$ cat src/rtl/irq_ctrl_pkg.sv
package irq_ctrl_pkg;

    typedef enum logic [2:0] {
        REG_SRCPEND = 3'd0,
        REG_MASK    = 3'd1,
        REG_MODE    = 3'd2,
        REG_CTRL    = 3'd3,
        REG_ACTIVE  = 3'd4,
        REG_INDEX   = 3'd5,
        REG_SUBPEND = 3'd6,
        REG_SUBMASK = 3'd7
    } reg_addr_e;

    typedef enum logic {
        ARB_IDLE = 1'b0,
        ARB_HELD = 1'b1
    } arb_state_e;

endpackage

$ cat src/rtl/irq_ctrl_pend.sv
module irq_ctrl_pend #(
    parameter int unsigned N_SRC   = 8,
    parameter int unsigned N_SUB   = 4,
    parameter int unsigned GRP_IDX = 2
) (
    input  logic             clk,
    input  logic             rst_n,
    input  logic [N_SRC-1:0] src_pulse,
    input  logic [N_SUB-1:0] sub_pulse,
    input  logic [N_SRC-1:0] src_clr,
    input  logic [N_SUB-1:0] sub_clr,
    input  logic [N_SUB-1:0] sub_mask,
    output logic [N_SRC-1:0] src_pend,
    output logic [N_SUB-1:0] sub_pend
);

    logic             group_req;
    logic [N_SRC-1:0] set_vec;
    logic             grp_pulse_unused;

    assign group_req        = |(sub_pend & ~sub_mask);
    assign grp_pulse_unused = src_pulse[GRP_IDX];

    // The group bit takes its set term from the sub-sources; every other
    // bit takes it from its own pulse input.
    for (genvar i = 0; i < N_SRC; i++) begin : g_set
        if (i == GRP_IDX) begin : g_grp
            assign set_vec[i] = group_req;
        end else begin : g_direct
            assign set_vec[i] = src_pulse[i];
        end
    end

    // A set in the same cycle as a clear wins, so no event is lost.
    always_ff @(posedge clk or negedge rst_n) begin
        if (!rst_n) begin
            src_pend <= '0;
            sub_pend <= '0;
        end else begin
            src_pend <= (src_pend & ~src_clr) | set_vec;
            sub_pend <= (sub_pend & ~sub_clr) | sub_pulse;
        end
    end

endmodule

$ cat src/rtl/irq_ctrl_arb.sv
module irq_ctrl_arb
    import irq_ctrl_pkg::*;
#(
    parameter int unsigned N_SRC = 8,
    parameter int unsigned IDX_W = $clog2(N_SRC)
) (
    input  logic             clk,
    input  logic             rst_n,
    input  logic [N_SRC-1:0] eligible,
    input  logic             rot_en,
    input  logic [N_SRC-1:0] act_clr,
    output logic [N_SRC-1:0] act_pend,
    output logic [IDX_W-1:0] act_idx,
    output logic             irq_o
);

    localparam logic [N_SRC-1:0] ONE_HOT0 = N_SRC'(1);

    arb_state_e       state_q;
    logic [IDX_W-1:0] last_q;
    logic [IDX_W-1:0] win;
    logic             found;
    int               base;

    // Circular search: start at index 0, or one past the last grant when
    // rotation is enabled.
    always_comb begin
        found = 1'b0;
        win   = '0;
        base  = (rot_en && int'(last_q) != N_SRC - 1) ? int'(last_q) + 1 : 0;
        for (int i = 0; i < N_SRC; i++) begin
            int k;
            k = base + i;
            if (k >= N_SRC) begin
                k = k - N_SRC;
            end
            if (!found && eligible[k]) begin
                found = 1'b1;
                win   = IDX_W'(k);
            end
        end
    end

    // State register: GRANT (IDLE -> HELD) and RELEASE (HELD -> IDLE).
    always_ff @(posedge clk or negedge rst_n) begin
        if (!rst_n) begin
            state_q  <= ARB_IDLE;
            act_pend <= '0;
            act_idx  <= '0;
            last_q   <= IDX_W'(N_SRC - 1);
        end else begin
            unique case (state_q)
                ARB_IDLE: begin
                    if (found) begin
                        state_q  <= ARB_HELD;
                        act_pend <= ONE_HOT0 << win;
                        act_idx  <= win;
                        last_q   <= win;
                    end
                end
                ARB_HELD: begin
                    if ((act_clr & act_pend) != '0) begin
                        state_q  <= ARB_IDLE;
                        act_pend <= '0;
                    end
                end
                default: state_q <= ARB_IDLE;
            endcase
        end
    end

    // Output process.
    always_comb begin
        irq_o = (state_q == ARB_HELD);
    end

endmodule

$ cat src/rtl/irq_ctrl_top.sv
module irq_ctrl_top
    import irq_ctrl_pkg::*;
#(
    parameter int unsigned N_SRC   = 8,
    parameter int unsigned N_SUB   = 4,
    parameter int unsigned GRP_IDX = 2
) (
    input  logic             clk,
    input  logic             rst_n,
    input  logic [N_SRC-1:0] src_pulse,
    input  logic [N_SUB-1:0] sub_pulse,
    input  logic [2:0]       bus_addr,
    input  logic             bus_wr,
    input  logic [N_SRC-1:0] bus_wdata,
    output logic [N_SRC-1:0] bus_rdata,
    output logic             irq,
    output logic             fiq
);

    localparam int unsigned DATA_W = N_SRC;
    localparam int unsigned IDX_W  = $clog2(N_SRC);

    reg_addr_e        addr;
    logic [N_SRC-1:0] mask_q;
    logic [N_SRC-1:0] mode_q;
    logic             rot_q;
    logic [N_SUB-1:0] sub_mask_q;
    logic [N_SRC-1:0] src_pend;
    logic [N_SUB-1:0] sub_pend;
    logic [N_SRC-1:0] act_pend;
    logic [IDX_W-1:0] act_idx;
    logic [N_SRC-1:0] src_clr;
    logic [N_SUB-1:0] sub_clr;
    logic [N_SRC-1:0] act_clr;
    logic [N_SRC-1:0] eligible;
    logic             mode_ok;

    assign addr     = reg_addr_e'(bus_addr);
    assign src_clr  = (bus_wr && addr == REG_SRCPEND) ? bus_wdata : '0;
    assign act_clr  = (bus_wr && addr == REG_ACTIVE)  ? bus_wdata : '0;
    assign sub_clr  = (bus_wr && addr == REG_SUBPEND) ? bus_wdata[N_SUB-1:0] : '0;
    assign mode_ok  = (bus_wdata & (bus_wdata - N_SRC'(1))) == '0;
    assign eligible = src_pend & ~mask_q & ~mode_q;
    assign fiq      = |(src_pend & mode_q);

    always_ff @(posedge clk or negedge rst_n) begin
        if (!rst_n) begin
            mask_q     <= '1;
            mode_q     <= '0;
            rot_q      <= 1'b0;
            sub_mask_q <= '1;
        end else if (bus_wr) begin
            if (addr == REG_MASK)              mask_q     <= bus_wdata;
            if (addr == REG_MODE && mode_ok)   mode_q     <= bus_wdata;
            if (addr == REG_CTRL)              rot_q      <= bus_wdata[0];
            if (addr == REG_SUBMASK)           sub_mask_q <= bus_wdata[N_SUB-1:0];
        end
    end

    always_comb begin
        unique case (addr)
            REG_SRCPEND: bus_rdata = src_pend;
            REG_MASK:    bus_rdata = mask_q;
            REG_MODE:    bus_rdata = mode_q;
            REG_CTRL:    bus_rdata = DATA_W'(rot_q);
            REG_ACTIVE:  bus_rdata = act_pend;
            REG_INDEX:   bus_rdata = DATA_W'(act_idx);
            REG_SUBPEND: bus_rdata = DATA_W'(sub_pend);
            REG_SUBMASK: bus_rdata = DATA_W'(sub_mask_q);
            default:     bus_rdata = '0;
        endcase
    end

    irq_ctrl_pend #(
        .N_SRC   (N_SRC),
        .N_SUB   (N_SUB),
        .GRP_IDX (GRP_IDX)
    ) pend_i (
        .clk       (clk),
        .rst_n     (rst_n),
        .src_pulse (src_pulse),
        .sub_pulse (sub_pulse),
        .src_clr   (src_clr),
        .sub_clr   (sub_clr),
        .sub_mask  (sub_mask_q),
        .src_pend  (src_pend),
        .sub_pend  (sub_pend)
    );

    irq_ctrl_arb #(
        .N_SRC (N_SRC),
        .IDX_W (IDX_W)
    ) arb_i (
        .clk      (clk),
        .rst_n    (rst_n),
        .eligible (eligible),
        .rot_en   (rot_q),
        .act_clr  (act_clr),
        .act_pend (act_pend),
        .act_idx  (act_idx),
        .irq_o    (irq)
    );

endmodule

$ cat config.mk
export PLATFORM = sky130hd
export DESIGN_NAME = irq_ctrl_top
export DESIGN_NICKNAME = d
export VERILOG_FILES = /design/src/rtl/irq_ctrl_pkg.sv /design/src/rtl/irq_ctrl_pend.sv /design/src/rtl/irq_ctrl_arb.sv /design/src/rtl/irq_ctrl_top.sv
export SDC_FILE = /design/constraint.sdc
export NUM_CORES = 1
export LEC_CHECK = 0
export ABC_AREA = 1
export BUFFER_PORTS_ARGS = -buffer_cell sky130_fd_sc_hd__buf_2
export CAP_MARGIN = 20
export CORE_MARGIN = 1.5
export CORE_UTILIZATION = 60
export DETAILED_ROUTE_END_ITERATION = 8
export PLACE_DENSITY = 0.92
export SLEW_MARGIN = 20
export SYNTH_ARGS = -nofsm -noshare
export SYNTH_HDL_FRONTEND = slang
export SYNTH_HIERARCHICAL = 1
export SYNTH_SLANG_ARGS = --single-unit
$ cat constraint.sdc
create_clock -name clk -period 5.1 [get_ports clk]
set_input_delay 0.51 -clock clk [delete_from_list [all_inputs] [get_ports clk]]
set_output_delay 0.51 -clock clk [all_outputs]
set_load 0.005 [all_outputs]
==> flow_summary.json, run 1 <==
{
  "status": "finished, final reports clean",
  "crit_buf_inv": 3,
  "p_clk_share_pct": 13.7,
  "syn2layout_area_growth_pct": 7.07,
  "syn_nets": 592,
  "core_sq_um": 6030,
  "synth_fa_ha_area_share_pct": 1.31,
  "final-max-slew-violation-count": 0,
  "r2r_slack_ns": 1.03,
  "required_ns": 5.34,
  "endpoint_kind": "flop",
  "n_fill_cell": 520,
  "grt-ovfl-total": 0,
  "powerDensity_nw_per_um2": 445,
  "finalSetupTns_ns": 0,
  "nets": 624,
  "synthMuxAreaShare_pct": 0,
  "ctsHoldBuffers": 0,
  "switching_share_pct": 50.6,
  "period_share_pct": 79.8,
  "start_util_pct": 63.2,
  "drive_gt1_share_pct": 18.7,
  "h-tree-depth": 2,
  "synth_top_family_by_area": "simple AND/OR/NAND/NOR gates",
  "synth_top_cell_by_area": "dfrtp_1",
  "slowest_delay_ns": 0.61,
  "intPower_mw": 0.895,
  "min_period_ns": 4.07,
  "netlist_area_sq_um": 3810,
  "grt_pass1_vias": 3706,
  "rsz0062_at_grt": "false",
  "hpwl_microns": 7890,
  "drc": 0,
  "syn_inst": 562,
  "seq_power_share_pct": 29.7,
  "vias": 3930,
  "post_cts_buffers": 0,
  "vias_per_cell": 5.87,
  "finalSetupViolations": 0,
  "wl_microns": 10200,
  "ir_worst_vdd_mv": 0.253,
  "grtUsageTotal_pct": 32.7,
  "clock_latency_ns": 0.30,
  "synth-seq-cells": 48,
  "die_area_sq_um": 6830,
  "dr.pass1.iters": 5,
  "switching_power_mw": 0.918,
  "cts_tree": "built",
  "grt_max_degree": 49,
  "fmax_mhz": 246,
  "synth_compound_area_share_pct": 9.53,
  "path_class": "reg2reg",
  "leakage_nw": 2.27,
  "clockBufferDepth": 2,
  "first_iter_violations": 354,
  "grt_pass1_wl_microns": 16900,
  "cp_slowest_cell": "dfstp_2",
  "cp.arrival_ns": 4.31,
  "final_core_util_pct": 67.6,
  "place.gp.congestion": 0.942,
  "ys_types": 39,
  "antenna_found_initial": 0,
  "cts.clk_slew.worst_paths_ns": 0.09,
  "netlist.area_leader.share_pct": 21.7,
  "maxCapViolCount": 0,
  "cp_top_family": "simple AND/OR/NAND/NOR gates",
  "num_rows": 28,
  "die_x_microns": 82.6,
  "cts_buffers": 5,
  "avgRoutedWirePerCell_microns": 15.3,
  "cts_root_buf": "clkbuf_8",
  "yosys.area_share.simple_pct": 47.3,
  "crit_path_max_fanout": 14,
  "cts_resized": 0,
  "antenna_left": 0,
  "worst_slew_pin_slew_ns": 0.651,
  "antennaDiodeCount": 0,
  "cp_cell_sequence": "ha_1 -> ha_1 -> inv_1 -> nand3_2 -> clkinv_2 -> ha_1 -> inv_1 -> nand3_1 -> nand3_1 -> nand2_2 -> nor2_4 -> nand4_2 -> nor2_4 -> nand2_2 -> o21ai_4 -> and2_1 -> nand2_1 -> nand2_1",
  "cts_sinks": 48,
  "crit_path_frequent_cell": "ha_1",
  "port-buffer-count": 34,
  "syn_area_per_cell_sq_um": 6.77,
  "chipHeight_microns": 82.6,
  "start_kind": "flop",
  "worst_clock_skew_ns": 0.00954,
  "ys.warnings.count": 6,
  "synth-xor-area-share_pct": 0.657,
  "p_comb_share_pct": 56.6,
  "synth_area_leaders": "dfrtp_1, nand2_1, dfstp_2",
  "io_pins": 36,
  "seq_area_frac_synth_pct": 32.1,
  "hold_viol_final": 0,
  "hp-class": "in2async",
  "slew_headroom_pct": 56.3
}
[layout by cell type, fill, tap and decap left out, drive strengths merged, types with 7 or more instances in the layout]
master,synthesis,layout
nand2,206,206
nand3,80,80
inv,65,65
nor2,65,65
buf,9,34
dfrtp,33,33
o21ai,23,23
nand4,16,16
dfstp,15,15
o21bai,11,11
clkbuf,0,8
a21oi,7,7
[sequential cells by signal, summed over array words and instances (netlist names)]
register and cells:
arb_i/act_idx 3, arb_i/act_pend 8, arb_i/irq_o 1, arb_i/last_q 3, mask_q 8, mode_q 8, pend_i/src_pend 8, pend_i/sub_pend 4
rot_q 1, sub_mask_q 4
[path summary, 6_finish.rpt]
| check | cells after the start | from | endpoint |
|---|---|---|---|
| max in group asynchronous | 1 | rst_n | arb_i/act_pend[2] |
| worst max-delay path | 18 | arb_i/last_q[0] | arb_i/act_pend[0] |
| worst max register to register | 18 | arb_i/last_q[0] | arb_i/act_pend[0] |
| min in group clk | 2 | src_pulse[5] | pend_i/src_pend[5] |
| worst min-delay path | 1 | rst_n | mode_q[1] |
| worst min register to register | 2 | arb_i/last_q[1] | arb_i/last_q[1] |
[layer usage]
layer | share of wire (%) | global-route usage [%] | vias to the layer above
met2 | 48 | 56.0 | 174
met3 | 6.2 | 4.62 | 29
met1 | 42 | 42.2 | 1836
met4 | 2.9 | 11.0 | 0
li1 | - | - | 1891
met5 | 0 | 0 | -
[final cells by class]
type	instances	area, sq um	share of cell area (%)
clock buffer	8	100	2.46
tap	75	93.8	2.30
inverter	66	249	6.11
multi-input combinational	439	2240	55.0
timing repair buffer	34	173	4.24
sequential	48	1220	29.9
[synthesized netlist by cell type (all sizes together)]
master and instances:
buf 9, nor2 65, nand3 80, nand2 206, a21oi 7, a31oi 1, o22ai 1, o21bai 11
clkinv 1, dfstp 15, a221oi 2, o21ai 23, xor2 2, dfrtp 33, or2 2, and2 1
o2111ai 2, nor3b 4, nand4 16, nor3 5, o31ai 1, inv 65, a22o 3, ha 4
nand3b 3
[cell families after synthesis]
logic type / Yosys count
and+or+nand+nor: 382
AOI/OAI and AO/OA: 51
buffers and inverters: 75
xor gates and xnor gates: 2
DFF: 48
adders and majority gates: 4
[worst register-to-register path: cells and delay by family, from the launching register on]
| kind | cells | cell delay [ns] |
|---|---|---|
| buffers and inverters | 3 | 0.63 |
| AO/OA/AOI/OAI | 1 | 0.29 |
| AND/OR/NAND/NOR | 11 | 1.66 |
| adder cells (fa/ha/maj) | 3 | 0.83 |
| flip-flops | 1 | 0.61 |
[per-stage QoR]
stage | cell area, sq um | cells | setup slack [ns] | hold WS, ns | power, mW
finish | 4080 | 670 | 1.03 | 0.200 | 1.81
global route | 4080 | 670 | 0.690 | 0.254 | 1.95
CTS | 4070 | 670 | 1.09 | 0.401 | 1.78
detailed placement | 3970 | 662 | 1.11 | 0.467 | 1.54
global placement | 3970 | 662 | 1.19 | 0.468 | 1.51
floorplan | 3810 | 562 | 1.92 | 0.214 | 1.33
[power by group through the flow]
stage | clock (mW) | sequential (mW) | combinational (mW)
6_report | 0.249 | 0.538 | 1.03
3_3_place_gp | 0 | 0.539 | 0.971
3_5_place_dp | 0 | 0.542 | 0.999
5_1_grt | 0.260 | 0.543 | 1.15
4_1_cts | 0.245 | 0.535 | 1.00
2_1_floorplan | 0 | 0.519 | 0.807
Power figures use the tool's default switching activity.
==> run 2, diff against run 1 <==
Settings changed: ABC_AREA 1 to 0, PLACE_DENSITY 0.92 to 0.91.
Clock period 5.1 ns to 3.9 ns, I/O delays scaled along.
==> run 2 against run 1 <==
Via count decreased by 2.3%. Non-clock buffer count is 37 higher. Final cell count decreased by 16%. Global-route usage grew 0.45 points. Power grew 79%. Die area grew 4.0%. Clock skew grew 0.0019 ns. Sequential power is 30% higher. Sequential cell count did not move. Critical path type unchanged. Largest power group unchanged. Highest routed layer unchanged.
==> flow_summary.json, run 2 <==
{
  "async_reset_ff_share_pct": 100,
  "seq_area_frac_synth_pct": 30.8,
  "path_class": "reg2reg",
  "timing.final.ws_setup_ns": 0.139,
  "finalSetupViolations": 0,
  "grt_pass1_wl_microns": 18700,
  "netlist_area_sq_um": 3970,
  "syn_inst": 434,
  "status": "finished, final reports clean",
  "clockBufferDepth": 2,
  "leakage_nw": 1.95,
  "dr.pass1.iters": 5,
  "syn_area_per_cell_sq_um": 9.14,
  "start_kind": "flop",
  "worst_slew_pin_slew_ns": 1.26,
  "h-tree-depth": 2,
  "grt_pass1_vias": 3730,
  "synth_top_cell_by_area": "dfrtp_1",
  "cts.clk_slew.worst_paths_ns": 0.09,
  "nets": 513,
  "cp.arrival_ns": 3.96,
  "wl_microns": 11400,
  "final-max-slew-violation-count": 0,
  "period_share_pct": 96.4,
  "maxCapViolCount": 0,
  "slowest_delay_ns": 0.62,
  "hp-class": "in2async",
  "synth_edf_count": 0,
  "endpoint_kind": "flop",
  "netlist.area_leader.share_pct": 20.8,
  "grt_busiest_layer": "met2",
  "start_util_pct": 62.4,
  "chipHeight_microns": 84.3,
  "syn2layout_area_growth_pct": 14.1,
  "grtUsageTotal_pct": 33.1,
  "fmax_mhz": 266,
  "worst_clock_skew_ns": 0.0114,
  "finalSetupTns_ns": 0,
  "p_total_mw": 3.25,
  "synth_area_leaders": "dfrtp_1, dfstp_2, mux2_2",
  "ys.warnings.count": 6,
  "place.gp.congestion": 0.994,
  "syn_nets": 464,
  "grt_max_degree": 49,
  "port-buffer-count": 34,
  "cp_cell_sequence": "ha_1 -> ha_1 -> nor3b_2 -> buf_12 -> mux2_2 -> mux4_2 -> or4_4 -> o41ai_4 -> inv_2 -> a32o_1",
  "die_x_microns": 84.3,
  "met1_usage_pct": 41.0,
  "vias_per_cell": 6.84,
  "hold_slack_ns": 0.0739,
  "drive_gt1_share_pct": 29.5,
  "io_pins": 36,
  "cts_root_buf": "clkbuf_8",
  "antenna_left": 0,
  "die_area_sq_um": 7100,
  "ir_worst_vdd_mv": 0.521,
  "cts_buffers": 5,
  "r2r_slack_ns": 0.14,
  "drc": 0,
  "synth_most_common_cell": "nand2_1",
  "cts_tree": "built",
  "ctsHoldBuffers": 0,
  "synth_common_cells": "nand2_1, dfrtp_1, mux2_2",
  "cts_sinks": 48,
  "required_ns": 4.10,
  "final_cell_mix": "buf_4, nand2_1, dfrtp_1, buf_2, mux2_2",
  "met2_usage_pct": 54.3,
  "grtUsageMet3_pct": 4.42,
  "slew_headroom_pct": 16.1,
  "synth_flop_cell": "dfrtp_1",
  "cp_slowest_cell": "or4_4",
  "first_iter_violations": 343,
  "vias": 3840,
  "ys_types": 65,
  "antennaDiodeCount": 0,
  "powerDensity_nw_per_um2": 718,
  "core_sq_um": 6350,
  "final_common_cell": "buf_4",
  "crit_path_frequent_cell": "ha_1",
  "dpl_worst_slack_ns": 0.0436,
  "avgRoutedWirePerCell_microns": 20.3,
  "hpwl_microns": 8270,
  "clock_latency_ns": 0.30,
  "synth-seq-cells": 48,
  "hold_viol_final": 0,
  "rsz0062_at_grt": "false",
  "num_rows": 29,
  "grt-ovfl-total": 0,
  "n_fill_cell": 475,
  "antenna_found_initial": 0,
  "min_period_ns": 3.76,
  "crit_path_max_fanout": 17
}
## run 2: kinds of logic after synthesis
family / after synthesis / share of synthesized area [%]
compound gates: 126 / 24.4
xor+xnor: 4 / 0.884
fa+ha+maj: 4 / 1.26
buf+inv: 57 / 5.65
flops: 48 / 30.8
mux: 58 / 18.4
simple gates: 137 / 18.6
## run 2: worst paths after layout
check                                  from                 end  cells after the start
max reg2reg                 arb_i/last_q[0]   arb_i/act_pend[4]                     10
max                         arb_i/last_q[0]   arb_i/act_pend[4]                     10
min                                   rst_n  pend_i/sub_pend[1]                      1
min in group clk               src_pulse[6]  pend_i/src_pend[6]                      2
max in group asynchronous             rst_n   arb_i/act_pend[0]                      1
min reg2reg                arb_i/act_idx[0]    arb_i/act_idx[0]                      1
## run 2: final cells by class
type	count	area, sq um	area share [%]
Clock inverter	1	8.76	0.194
Inverter	28	105	2.32
Timing Repair Buffer	71	463	10.2
Multi-Input combinational cell	329	2540	56.2
Tap cell	77	96.3	2.13
Clock buffer	7	86.3	1.91
Sequential cell	48	1220	27.0
## run 2: power by group
group / internal (mW) / total [mW] / leakage, nW / switching [mW]
logic: 1.01 / 2.24 / 1.37 / 1.23
clock network: 0.145 / 0.312 / 0.0484 / 0.166
registers: 0.619 / 0.700 / 0.534 / 0.0814
total: 1.77 / 3.25 / 1.95 / 1.48
## run 2: per-stage QoR
| step | std cells | cell area [sq um] | util [%] |
|---|---|---|---|
| floorplan | 434 | 3970 | - |
| global placement | 551 | 4400 | 69.2 |
| detailed placement | 551 | 4400 | 69.2 |
| CTS | 559 | 4490 | 70.7 |
| global route | 561 | 4520 | 71.3 |
| finish | 561 | 4520 | 71.3 |
## run 2: layer usage
metal	up-vias	share of wire (%)
met4	0	6.4
met1	1829	38
li1	1727	-
met2	230	48
met3	54	7.2
met5	-	0
## run 2: repair_timing
item                       in CTS  in global routing
setup buffers                   0                  2
gates resized for setup         0                  3
setup endpoints to repair       0                 10
## run 2: worst max-delay path: cells and delay by family, from the launching register on
family                     cells  cell delay (ns)
DFF                            1             0.38
and+or+nand+nor                2             0.92
adders and majority gates      2             0.40
muxes                          2             0.90
AOI/OAI and AO/OA              2             0.73
buffers and inverters          2             0.32
